==> src/rtl/dbrq_pkg.sv <==
package dbrq_pkg;
    localparam int BEAT_W  = 64;
    localparam int HALF_W  = BEAT_W / 2;
    localparam int QW_W    = 9;
    localparam int BUF_W   = 4;
    localparam int RID_W   = 16;
    localparam int TAG_W   = 8;
    localparam int SLOTS   = 2;

    localparam logic [1:0] FMT_WR3 = 2'b10;
    localparam logic [1:0] FMT_RD3 = 2'b00;
    localparam logic [4:0] TYP_MEM = 5'b00000;
    localparam logic [7:0] BE_ALL  = 8'hFF;

    typedef enum logic [1:0] {
        OP_STAT = 2'b00,
        OP_SEND = 2'b01,
        OP_RECV = 2'b10,
        OP_MGMT = 2'b11
    } op_e;

    typedef struct packed {
        logic [QW_W-1:0]   qw;
        logic [BUF_W-1:0]  bufn;
        logic [HALF_W-1:0] haddr;
    } rdreq_t;

    typedef enum logic [1:0] {
        TX_IDLE = 2'd0,
        TX_HDR  = 2'd1,
        TX_ADR  = 2'd2
    } txst_e;

    function automatic logic [BEAT_W-1:0] hdr_beat(rdreq_t r, logic [RID_W-1:0] rid);
        return {1'b0, FMT_RD3, TYP_MEM, 8'h00, 6'b0, r.qw, 1'b0, rid,
                {(TAG_W-BUF_W){1'b0}}, r.bufn, BE_ALL};
    endfunction

    function automatic logic [BEAT_W-1:0] adr_beat(rdreq_t r);
        return {r.haddr[HALF_W-1:3], 3'b000, {HALF_W{1'b0}}};
    endfunction
endpackage

==> src/rtl/dbrq_rx_decode.sv <==
module dbrq_rx_decode
    import dbrq_pkg::*;
(
    input  logic              clk,
    input  logic              rst,
    input  logic [BEAT_W-1:0] in_data,
    input  logic              in_sop,
    input  logic              in_eop,
    input  logic              in_vld,
    input  logic              in_hit,
    output logic              req_v,
    output rdreq_t            req
);
    logic [1:0]        beat_q;
    logic              is_wr_q;
    logic [HALF_W-1:0] cmdw_q;
    logic              take;
    op_e               op;

    assign take = in_vld && in_hit;
    assign op   = op_e'(cmdw_q[4:3]);

    wire unused_rx = ^{in_data[HALF_W-1:0], in_data[55:0], in_data[63], cmdw_q[31:19],
                      cmdw_q[9], cmdw_q[2:0]};

    always_ff @(posedge clk) begin
        if (rst) begin
            beat_q  <= 2'd0;
            is_wr_q <= 1'b0;
            cmdw_q  <= '0;
            req_v   <= 1'b0;
            req     <= '0;
        end else begin
            req_v <= 1'b0;
            if (take) begin
                if (in_sop) begin
                    beat_q  <= 2'd1;
                    is_wr_q <= (in_data[62:61] == FMT_WR3) && (in_data[60:56] == TYP_MEM);
                end else if (beat_q == 2'd1) begin
                    cmdw_q <= in_data[BEAT_W-1:HALF_W];
                    beat_q <= in_eop ? 2'd0 : 2'd2;
                end else if (beat_q == 2'd2 && in_eop) begin
                    beat_q <= 2'd0;
                    if (is_wr_q && op == OP_SEND) begin
                        req_v     <= 1'b1;
                        req.qw    <= cmdw_q[18:10];
                        req.bufn  <= cmdw_q[8:5];
                        req.haddr <= in_data[BEAT_W-1:HALF_W];
                    end
                end else begin
                    beat_q <= 2'd0;
                end
            end
        end
    end
endmodule

==> src/rtl/dbrq_req_queue.sv <==
module dbrq_req_queue
    import dbrq_pkg::*;
(
    input  logic   clk,
    input  logic   rst,
    input  logic   push,
    input  rdreq_t push_req,
    input  logic   pop,
    output logic   head_v,
    output rdreq_t head
);
    logic   v_q [SLOTS];
    rdreq_t e_q [SLOTS];
    logic   v_d [SLOTS];
    rdreq_t e_d [SLOTS];
    logic   placed;

    always_comb begin
        for (int i = 0; i < SLOTS; i++) begin
            if (pop) begin
                v_d[i] = (i + 1 < SLOTS) ? v_q[(i + 1) % SLOTS] : 1'b0;
                e_d[i] = (i + 1 < SLOTS) ? e_q[(i + 1) % SLOTS] : e_q[i];
            end else begin
                v_d[i] = v_q[i];
                e_d[i] = e_q[i];
            end
        end
        placed = 1'b0;
        for (int i = 0; i < SLOTS; i++) begin
            if (push && !placed && !v_d[i]) begin
                v_d[i] = 1'b1;
                e_d[i] = push_req;
                placed = 1'b1;
            end
        end
    end

    for (genvar g = 0; g < SLOTS; g++) begin : g_slot
        always_ff @(posedge clk) begin
            if (rst) begin
                v_q[g] <= 1'b0;
                e_q[g] <= '0;
            end else begin
                v_q[g] <= v_d[g];
                e_q[g] <= e_d[g];
            end
        end
    end

    assign head_v = v_q[0];
    assign head   = e_q[0];
endmodule

==> src/rtl/dbrq_tx_framer.sv <==
module dbrq_tx_framer
    import dbrq_pkg::*;
(
    input  logic              clk,
    input  logic              rst,
    input  logic              pend_v,
    input  rdreq_t            pend,
    input  logic [RID_W-1:0]  rid,
    input  logic              rdy,
    output logic              take,
    output logic [BEAT_W-1:0] o_data,
    output logic              o_sop,
    output logic              o_eop,
    output logic              o_half,
    output logic              o_vld
);
    txst_e  st_q;
    rdreq_t cur_q;

    assign take = (st_q == TX_IDLE) && pend_v;

    always_ff @(posedge clk) begin
        if (rst) begin
            st_q   <= TX_IDLE;
            cur_q  <= '0;
            o_data <= '0;
            o_sop  <= 1'b0;
            o_eop  <= 1'b0;
            o_half <= 1'b0;
            o_vld  <= 1'b0;
        end else begin
            unique case (st_q)
                TX_IDLE: if (pend_v) begin
                    cur_q  <= pend;
                    o_data <= hdr_beat(pend, rid);
                    o_sop  <= 1'b1;
                    o_vld  <= 1'b1;
                    st_q   <= TX_HDR;
                end
                TX_HDR: if (rdy) begin
                    o_data <= adr_beat(cur_q);
                    o_sop  <= 1'b0;
                    o_eop  <= 1'b1;
                    o_half <= 1'b1;
                    st_q   <= TX_ADR;
                end
                TX_ADR: if (rdy) begin
                    o_data <= '0;
                    o_eop  <= 1'b0;
                    o_half <= 1'b0;
                    o_vld  <= 1'b0;
                    st_q   <= TX_IDLE;
                end
                default: st_q <= TX_IDLE;
            endcase
        end
    end
endmodule

==> src/rtl/dbell_rdreq.sv <==
module dbell_rdreq
    import dbrq_pkg::*;
(
    input  logic              clk,
    input  logic              rst,
    input  logic [BEAT_W-1:0] in_data,
    input  logic              in_sop,
    input  logic              in_eop,
    input  logic              in_vld,
    input  logic              in_hit,
    input  logic              out_rdy,
    input  logic [RID_W-1:0]  local_id,
    output logic [BEAT_W-1:0] out_data,
    output logic              out_sop,
    output logic              out_eop,
    output logic              out_half,
    output logic              out_vld
);
    logic   dec_v;
    rdreq_t dec_r;
    logic   head_v;
    rdreq_t head_r;
    logic   pop;

    dbrq_rx_decode u_rx (
        .clk(clk), .rst(rst), .in_data(in_data), .in_sop(in_sop), .in_eop(in_eop),
        .in_vld(in_vld), .in_hit(in_hit), .req_v(dec_v), .req(dec_r)
    );

    dbrq_req_queue u_q (
        .clk(clk), .rst(rst), .push(dec_v), .push_req(dec_r), .pop(pop),
        .head_v(head_v), .head(head_r)
    );

    dbrq_tx_framer u_tx (
        .clk(clk), .rst(rst), .pend_v(head_v), .pend(head_r), .rid(local_id),
        .rdy(out_rdy), .take(pop), .o_data(out_data), .o_sop(out_sop),
        .o_eop(out_eop), .o_half(out_half), .o_vld(out_vld)
    );
endmodule

==> config.mk <==
export PLATFORM = sky130hd
export DESIGN_NAME = dbell_rdreq
export DESIGN_NICKNAME = d
export VERILOG_FILES = /design/src/rtl/dbrq_pkg.sv /design/src/rtl/dbrq_rx_decode.sv /design/src/rtl/dbrq_req_queue.sv /design/src/rtl/dbrq_tx_framer.sv /design/src/rtl/dbell_rdreq.sv
export SDC_FILE = /design/constraint.sdc
export NUM_CORES = 1
export LEC_CHECK = 0
export ABC_CLOCK_PERIOD_IN_PS = 2300
export BUFFER_PORTS_ARGS = -buffer_cell sky130_fd_sc_hd__clkbuf_2
export CAP_MARGIN = 20
export CORE_MARGIN = 2
export CORE_UTILIZATION = 44
export DETAILED_ROUTE_END_ITERATION = 10
export PLACE_DENSITY = 0.65
export SLEW_MARGIN = 10
export SYNTH_ARGS = -nofsm -noshare
export SYNTH_HDL_FRONTEND = slang
export SYNTH_SLANG_ARGS = --single-unit
==> constraint.sdc <==
create_clock -name clk -period 2.3 [get_ports clk]
set_input_delay 0.23 -clock clk [delete_from_list [all_inputs] [get_ports clk]]
set_output_delay 0.23 -clock clk [all_outputs]
set_load 0.01 [all_outputs]
; ---- Word-level counts from Yosys, hierarchy flattened
; Memories as Yosys holds them, arrays and structs flattened.
; Cells that the tools add are included.
[totals]
reg_bits = 169
latchBits = 0
ram_bits = 92
rom_bits = 0
inputBits = 87
output_inout_bits = 68
elab_cells = 92
n_memories = 2
[classes]
n_addsub = 0
n_mul = 0
div = 0
order_cmp = 0
eq_ne = 9
shift = 0
n_mux = 33
bitwise_logic = 8
n_reduce_logical = 27
[memory_table]
columns = name, words, width, rd, rd_ports_with_merged_regs, write_ports, line
row1 = u_q.e_q, 2, 45, 2, 0, 2, dbrq_req_queue.sv:13  ; rdreq_t e_q [SLOTS];
row2 = u_q.v_q, 2, 1, 2, 0, 2, dbrq_req_queue.sv:12  ; logic v_q [SLOTS];
[ops]
columns = operator, n
row1 = $mux W45, 5
row2 = $mux W64, 3
row3 = $pmux W64 S3, 1
row4 = $reduce_and A3 Y1, 5
row5 = $mux W1, 14
row6 = $mux W2, 6
row7 = $logic_and A1 B1 Y1, 8
row8 = $eq A2 B1 Y1 const B, 3
row9 = $eq A2 B2 Y1 const B, 3
row10 = $pmux W1 S2, 3
row11 = $pmux W2 S3, 1
row12 = $reduce_bool A2 Y1, 3
row13 = $logic_not A5 Y1, 1
row14 = $reduce_and A5 Y1, 1
row15 = $reduce_or A5 Y1, 1
row16 = $ne A2 B2 Y1 const B, 2
row17 = $not A1 Y1, 4
row18 = $or A1 B1 Y1, 4
row19 = $reduce_and A2 Y1, 2
row20 = $reduce_and A4 Y1, 1
row21 = $logic_not A1 Y1, 3
row22 = $reduce_bool A3 Y1, 1
row23 = $logic_not A2 Y1, 1
row24 = $ne A2 B1 Y1 const B, 1

; ---- Longest topological paths before layout
[logic_depth]
depth_word = 11
ltp_mapped = 9
ltp_nobuf = 6

; ---- By module
; Synthesis repeated with hierarchy kept, for this count alone.
[hier_totals]
hier_cells = 1175
area_unflattened_um2 = 11188.2
[by_module_without_submodules]
columns = module, n_inst, cells_per_inst, area_each_um2, seq_area_each_um2
row1 = dbrq_req_queue, 1, 405, 4413.0, 1841.8
row2 = dbrq_tx_framer, 1, 484, 3947.5, 1721.7
row3 = dbrq_rx_decode, 1, 286, 2827.7, 1281.2

; ---- Worst setup path after synthesis
; No wires, ideal clock.
[synth_path]
kind = flip-flop to flip-flop
from = reg u_tx.st_q[1]
to = reg u_tx.o_data[37]
setup_time_ns = 0.132
t_arrival_ns = 1.618
t_required_ns = 2.168
path_slack_ns = 0.551
stages_incl_launch_ff = 9
n_path_buf = 2
synth_period_minus_slack_ns = 1.749
path_cell_list = dfxtp_1 -> inv_1 -> ha_1 -> clkbuf_1 -> o21bai_1 -> nand3b_1 -> clkbuf_1 -> a311oi_1 -> nor3_1
[synth_via]
elab_chain_len = 3
word_cells_on_any_way = 9
classes_between = eq/ne (5) / mux (1) / reduce/logical (3)
[synth_rtl]
columns = item, line
row1 = from (decl), dbrq_tx_framer.sv:17  ; txst_e st_q;
row2 = from (signal assigned), dbrq_tx_framer.sv:24  ; st_q <= TX_IDLE;
row3 = from (signal assigned), dbrq_tx_framer.sv:38  ; st_q <= TX_HDR;
row4 = from (signal assigned), dbrq_tx_framer.sv:45  ; st_q <= TX_ADR;
row5 = $eq A2 B2 Y1 (tied with other cells), dbrq_tx_framer.sv:32  ; unique case (st_q)
row6 = $ne A2 B2 Y1 (no line) (tied with other cells), --
row7 = $reduce_and A4 Y1 (no line), --
row8 = to (signal assigned), dbrq_tx_framer.sv:35  ; o_data <= hdr_beat(pend, rid);
row9 = to (signal assigned), dbrq_tx_framer.sv:41  ; o_data <= adr_beat(cur_q);
row10 = to (decl), dbrq_tx_framer.sv:11  ; output logic [BEAT_W-1:0] o_data,
; Parallel ways exist; a longest one is shown, timed or not.
; A chain may end at the register's enable or synchronous reset.

; ---- Final worst setup path
[layout_path]
from = reg u_tx.st_q[0]
to = reg u_tx.o_data[26]
; The elaborated chain is that of the path after synthesis.

==> results.sh <==
export IMPL_grt_total_usage_pct=19.0
export IMPL_clkLatencyLatePin_ps=500
export IMPL_avgRoutedWirePerCell_um=13.8
export IMPL_cts_root_buffer="clkbuf_16"
export IMPL_firstDrtPassIters=6
export IMPL_fmax_ghz=0.506
export IMPL_period_share_pct=85.8
export IMPL_ys_ff_latch=233
export IMPL_required_ps=2670
export IMPL_grt_max_degree=85
export IMPL_dieArea_mm2=0.0213
export IMPL_fin_setup_tns_ps=0
export IMPL_cp_max_fo=44
export IMPL_crit_type="reg -> reg"
export IMPL_cts_max_level=1
export IMPL_clockBufferDepth=3
export IMPL_pin_count=155
export IMPL_postSynthCellCount=1115
export IMPL_antenna_found_initial=0
export IMPL_grt_pass1_vias=6849
export IMPL_place_congestion=0.756
export IMPL_grt_pass1_wl_um=34700
export IMPL_drc=0
export IMPL_hp_class="in -> reg"
export IMPL_clkSlewWorstSetupHoldPaths_ps=60
export IMPL_setup_slack_ps=326
export IMPL_reg2reg_depth=7
export IMPL_n_antenna_cell=0
export IMPL_crit_path_end_kind="flip-flop"
export IMPL_initial_core_util_pct=45.2
export IMPL_ys_seq_area_share_pct=52.6
export IMPL_start_kind="flip-flop"
export IMPL_die_y_um=146
export IMPL_slew_viol_final=0
export IMPL_crit_family="buffers and inverters"
export IMPL_leakage_nw=3.89
export IMPL_crit_cells=7
export IMPL_vdd_drop_max_mv=0.481
export IMPL_yosysUniqueCellTypes=37
export IMPL_crit_buf_inv=2
export IMPL_dpl_cell_area_mm2=0.00955
export IMPL_drive_gt1_share_pct=14.0
export IMPL_hold_slack_ps=26.2
export IMPL_pre_cts_ws_ps=331
export IMPL_r2r_start="u_tx.st_q[0]$_SDFFE_PP0P_"
export IMPL_r2r_setup_slack_ps=330
export IMPL_dp_hpwl_um=12300
export IMPL_clock_sinks=233
export IMPL_num_rows=51
export IMPL_critical_path_slowest_cell="dfxtp_1"
export IMPL_wirelength_um=20700
export IMPL_cpPeakStageDelay_ps=400
export IMPL_outcome="completed"
export IMPL_setup_viol=0
export IMPL_post_cts_buffers=0
export IMPL_skew_ps=14.2
export IMPL_syn_area_mm2=0.00886
export IMPL_hold_viol_final=0
export IMPL_tightest_slew_ps=687
export IMPL_port_buffers=114
export IMPL_yosysWarnings=0
export IMPL_cp_endpoint="u_tx.o_data[26]$_SDFFE_PP0P_"
export IMPL_maxSlewHeadroom_pct=54.2
export IMPL_rsz0062_at_grt="false"
export IMPL_grt_remaining_overflow=0
export IMPL_p_per_area_mw_per_mm2=767
export IMPL_drtIter0Drc=519
export IMPL_hold_start="in_sop"
export IMPL_nets=1311
export IMPL_worstPathArrival_ps=2350
export IMPL_syn_avg_cell_area_um2=7.95
export IMPL_crit_path_cell_trace="inv_1 > ha_1 > o21bai_1 > nand3b_1 > buf_4 > nand2_1 > a21oi_1"
export IMPL_die_x_um=146
export IMPL_cp_startpoint="u_tx.st_q[0]$_SDFFE_PP0P_"
export IMPL_area_delta_synth_final_pct=21.8
export IMPL_via_per_inst=4.99
export IMPL_max_cap_viol_count=0
export IMPL_period_needed_ps=1970
export IMPL_cts_tree="yes"
export IMPL_ant_nets=0
export IMPL_vias=7480
export IMPL_core_mm2=0.0196
export IMPL_r2r_end="u_tx.o_data[26]$_SDFFE_PP0P_"
export IMPL_post_route_cell_area_mm2=0.0108
export IMPL_numCtsBuffers=25
export IMPL_total_power_mw=8.28
## synthesized netlist by cell type, drive strengths merged
master | n | area share (%)
or4 | 1 | 0.085
clkbuf | 64 | 2.7
o211ai | 1 | 0.085
o21ba | 1 | 0.11
a2bb2oi | 2 | 0.20
xnor2 | 1 | 0.099
a21oi | 178 | 10
nor2 | 59 | 2.5
nand3b | 24 | 2.2
nand2b | 3 | 0.21
and3b | 1 | 0.099
mux2i | 2 | 0.23
nand2 | 393 | 17
inv | 3 | 0.13
a311oi | 49 | 4.8
conb | 1 | 0.042
nor4 | 1 | 0.14
o21ai | 2 | 0.11
nor3 | 9 | 0.51
nand3 | 24 | 1.4
o21bai | 1 | 0.085
nor2b | 8 | 0.56
nor3b | 1 | 0.14
and2 | 1 | 0.071
or3 | 1 | 0.071
or4b | 1 | 0.11
dfxtp | 233 | 53
a211oi | 2 | 0.17
ha | 6 | 0.85
buf | 40 | 2.8
or3b | 1 | 0.099
and3 | 1 | 0.071
## area by class of cell
class,count,area (um^2)
Fill cell,1850,8790
Sequential cell,233,4660
Multi-Input combinational cell,779,3740
Timing Repair Buffer,176,1270
Clock buffer,38,714
Tap cell,265,332
Clock inverter,4,70.1
Inverter,3,11.3
## where the power goes
part | switching, mW | leakage (nW) | internal, mW
clock | 1.51 | 0.384 | 2.34
combinational | 0.196 | 1.63 | 0.158
sequential | 0.0161 | 1.88 | 4.06
total | 1.72 | 3.89 | 6.56
## state kept, by name (all words and copies together), names as in the netlist
| name | count |
|---|---|
| u_q.v_q | 2 |
| u_tx.cur_q | 29 |
| u_tx.o_data | 52 |
| u_tx.o_vld | 1 |
| u_rx.req | 42 |
| u_tx.o_eop | 1 |
| u_tx.st_q | 2 |
| u_rx.req_v | 1 |
| u_rx.is_wr_q | 1 |
| u_tx.o_sop | 1 |
| u_rx.beat_q | 2 |
| u_q.e_q | 84 |
| u_rx.cmdw_q | 15 |
## logic make-up (layout without fill, tap and decap cells)
| logic type | after synthesis | in the layout | share of synthesized area (%) |
|---|---|---|---|
| mux | 2 | 2 | 0.226 |
| compound gates | 236 | 236 | 15.7 |
| simple gates | 529 | 529 | 24.8 |
| fa+ha+maj | 6 | 6 | 0.847 |
| xor+xnor | 1 | 1 | 0.0988 |
| flops | 233 | 233 | 52.6 |
| buf+inv | 107 | 221 | 5.66 |
| other cells | 1 | 5 | 0.0423 |
## per-stage QoR
stage	util (%)	std cells
floorplan	-	1119
CTS	55.1	1498
detailed placement	48.8	1410
global route	55.1	1498
finish	55.1	1498
global placement	48.8	1410
## how the worst min path moves through the flow
stage,endpoint,slack [ps],cells after the start
final,u_rx.beat_q[0]$_SDFFE_PP0N_,30,3
after global routing,u_rx.beat_q[0]$_SDFFE_PP0N_,50,3
after CTS,u_rx.beat_q[0]$_SDFFE_PP0N_,20,3
after detailed placement,u_tx.cur_q[4]$_SDFFE_PP0P_,440,2
after global placement,u_tx.o_data[28]$_SDFFE_PP0P_,440,2
after floorplan,u_tx.o_eop$_SDFFE_PP0P_,330,1
## layer usage
layer | vias to the layer above | part of all wire (%) | GRT usage, %
met5 | - | 0 | 0
met4 | 0 | 1.1 | 3.33
met3 | 20 | 4.9 | 2.85
met2 | 179 | 42 | 27.6
met1 | 3389 | 52 | 29.8
li1 | 3892 | - | -
## layout by cell type, fill, tap and decap left out, types with 3 or more instances in the layout
master / instances
clkbuf_8: 4
conb_1: 5
nand3_1: 24
a21oi_1: 178
nor3_1: 9
buf_4: 7
ha_1: 6
clkbuf_2: 113
inv_1: 3
a311oi_1: 49
clkbuf_16: 25
clkbuf_1: 9
nor2b_1: 8
nand3b_1: 23
nor2_1: 59
nand2b_1: 3
nand2_1: 392
dfxtp_1: 233
dlygate4sd3_1: 46
buf_12: 9
## worst min-delay path: stages
cell and delay (ps):
clkbuf_2 100, nor2_1 100, nor3_1 50
## repair_timing
item | 4_1_cts | 5_1_grt
resized for setup | 0 | 0
hold buffers | 46 | 0
setup endpoints to repair | 0 | 0
hold endpoints to repair | 60 | 0
No activity file was read; power rests on OpenSTA's default activity.
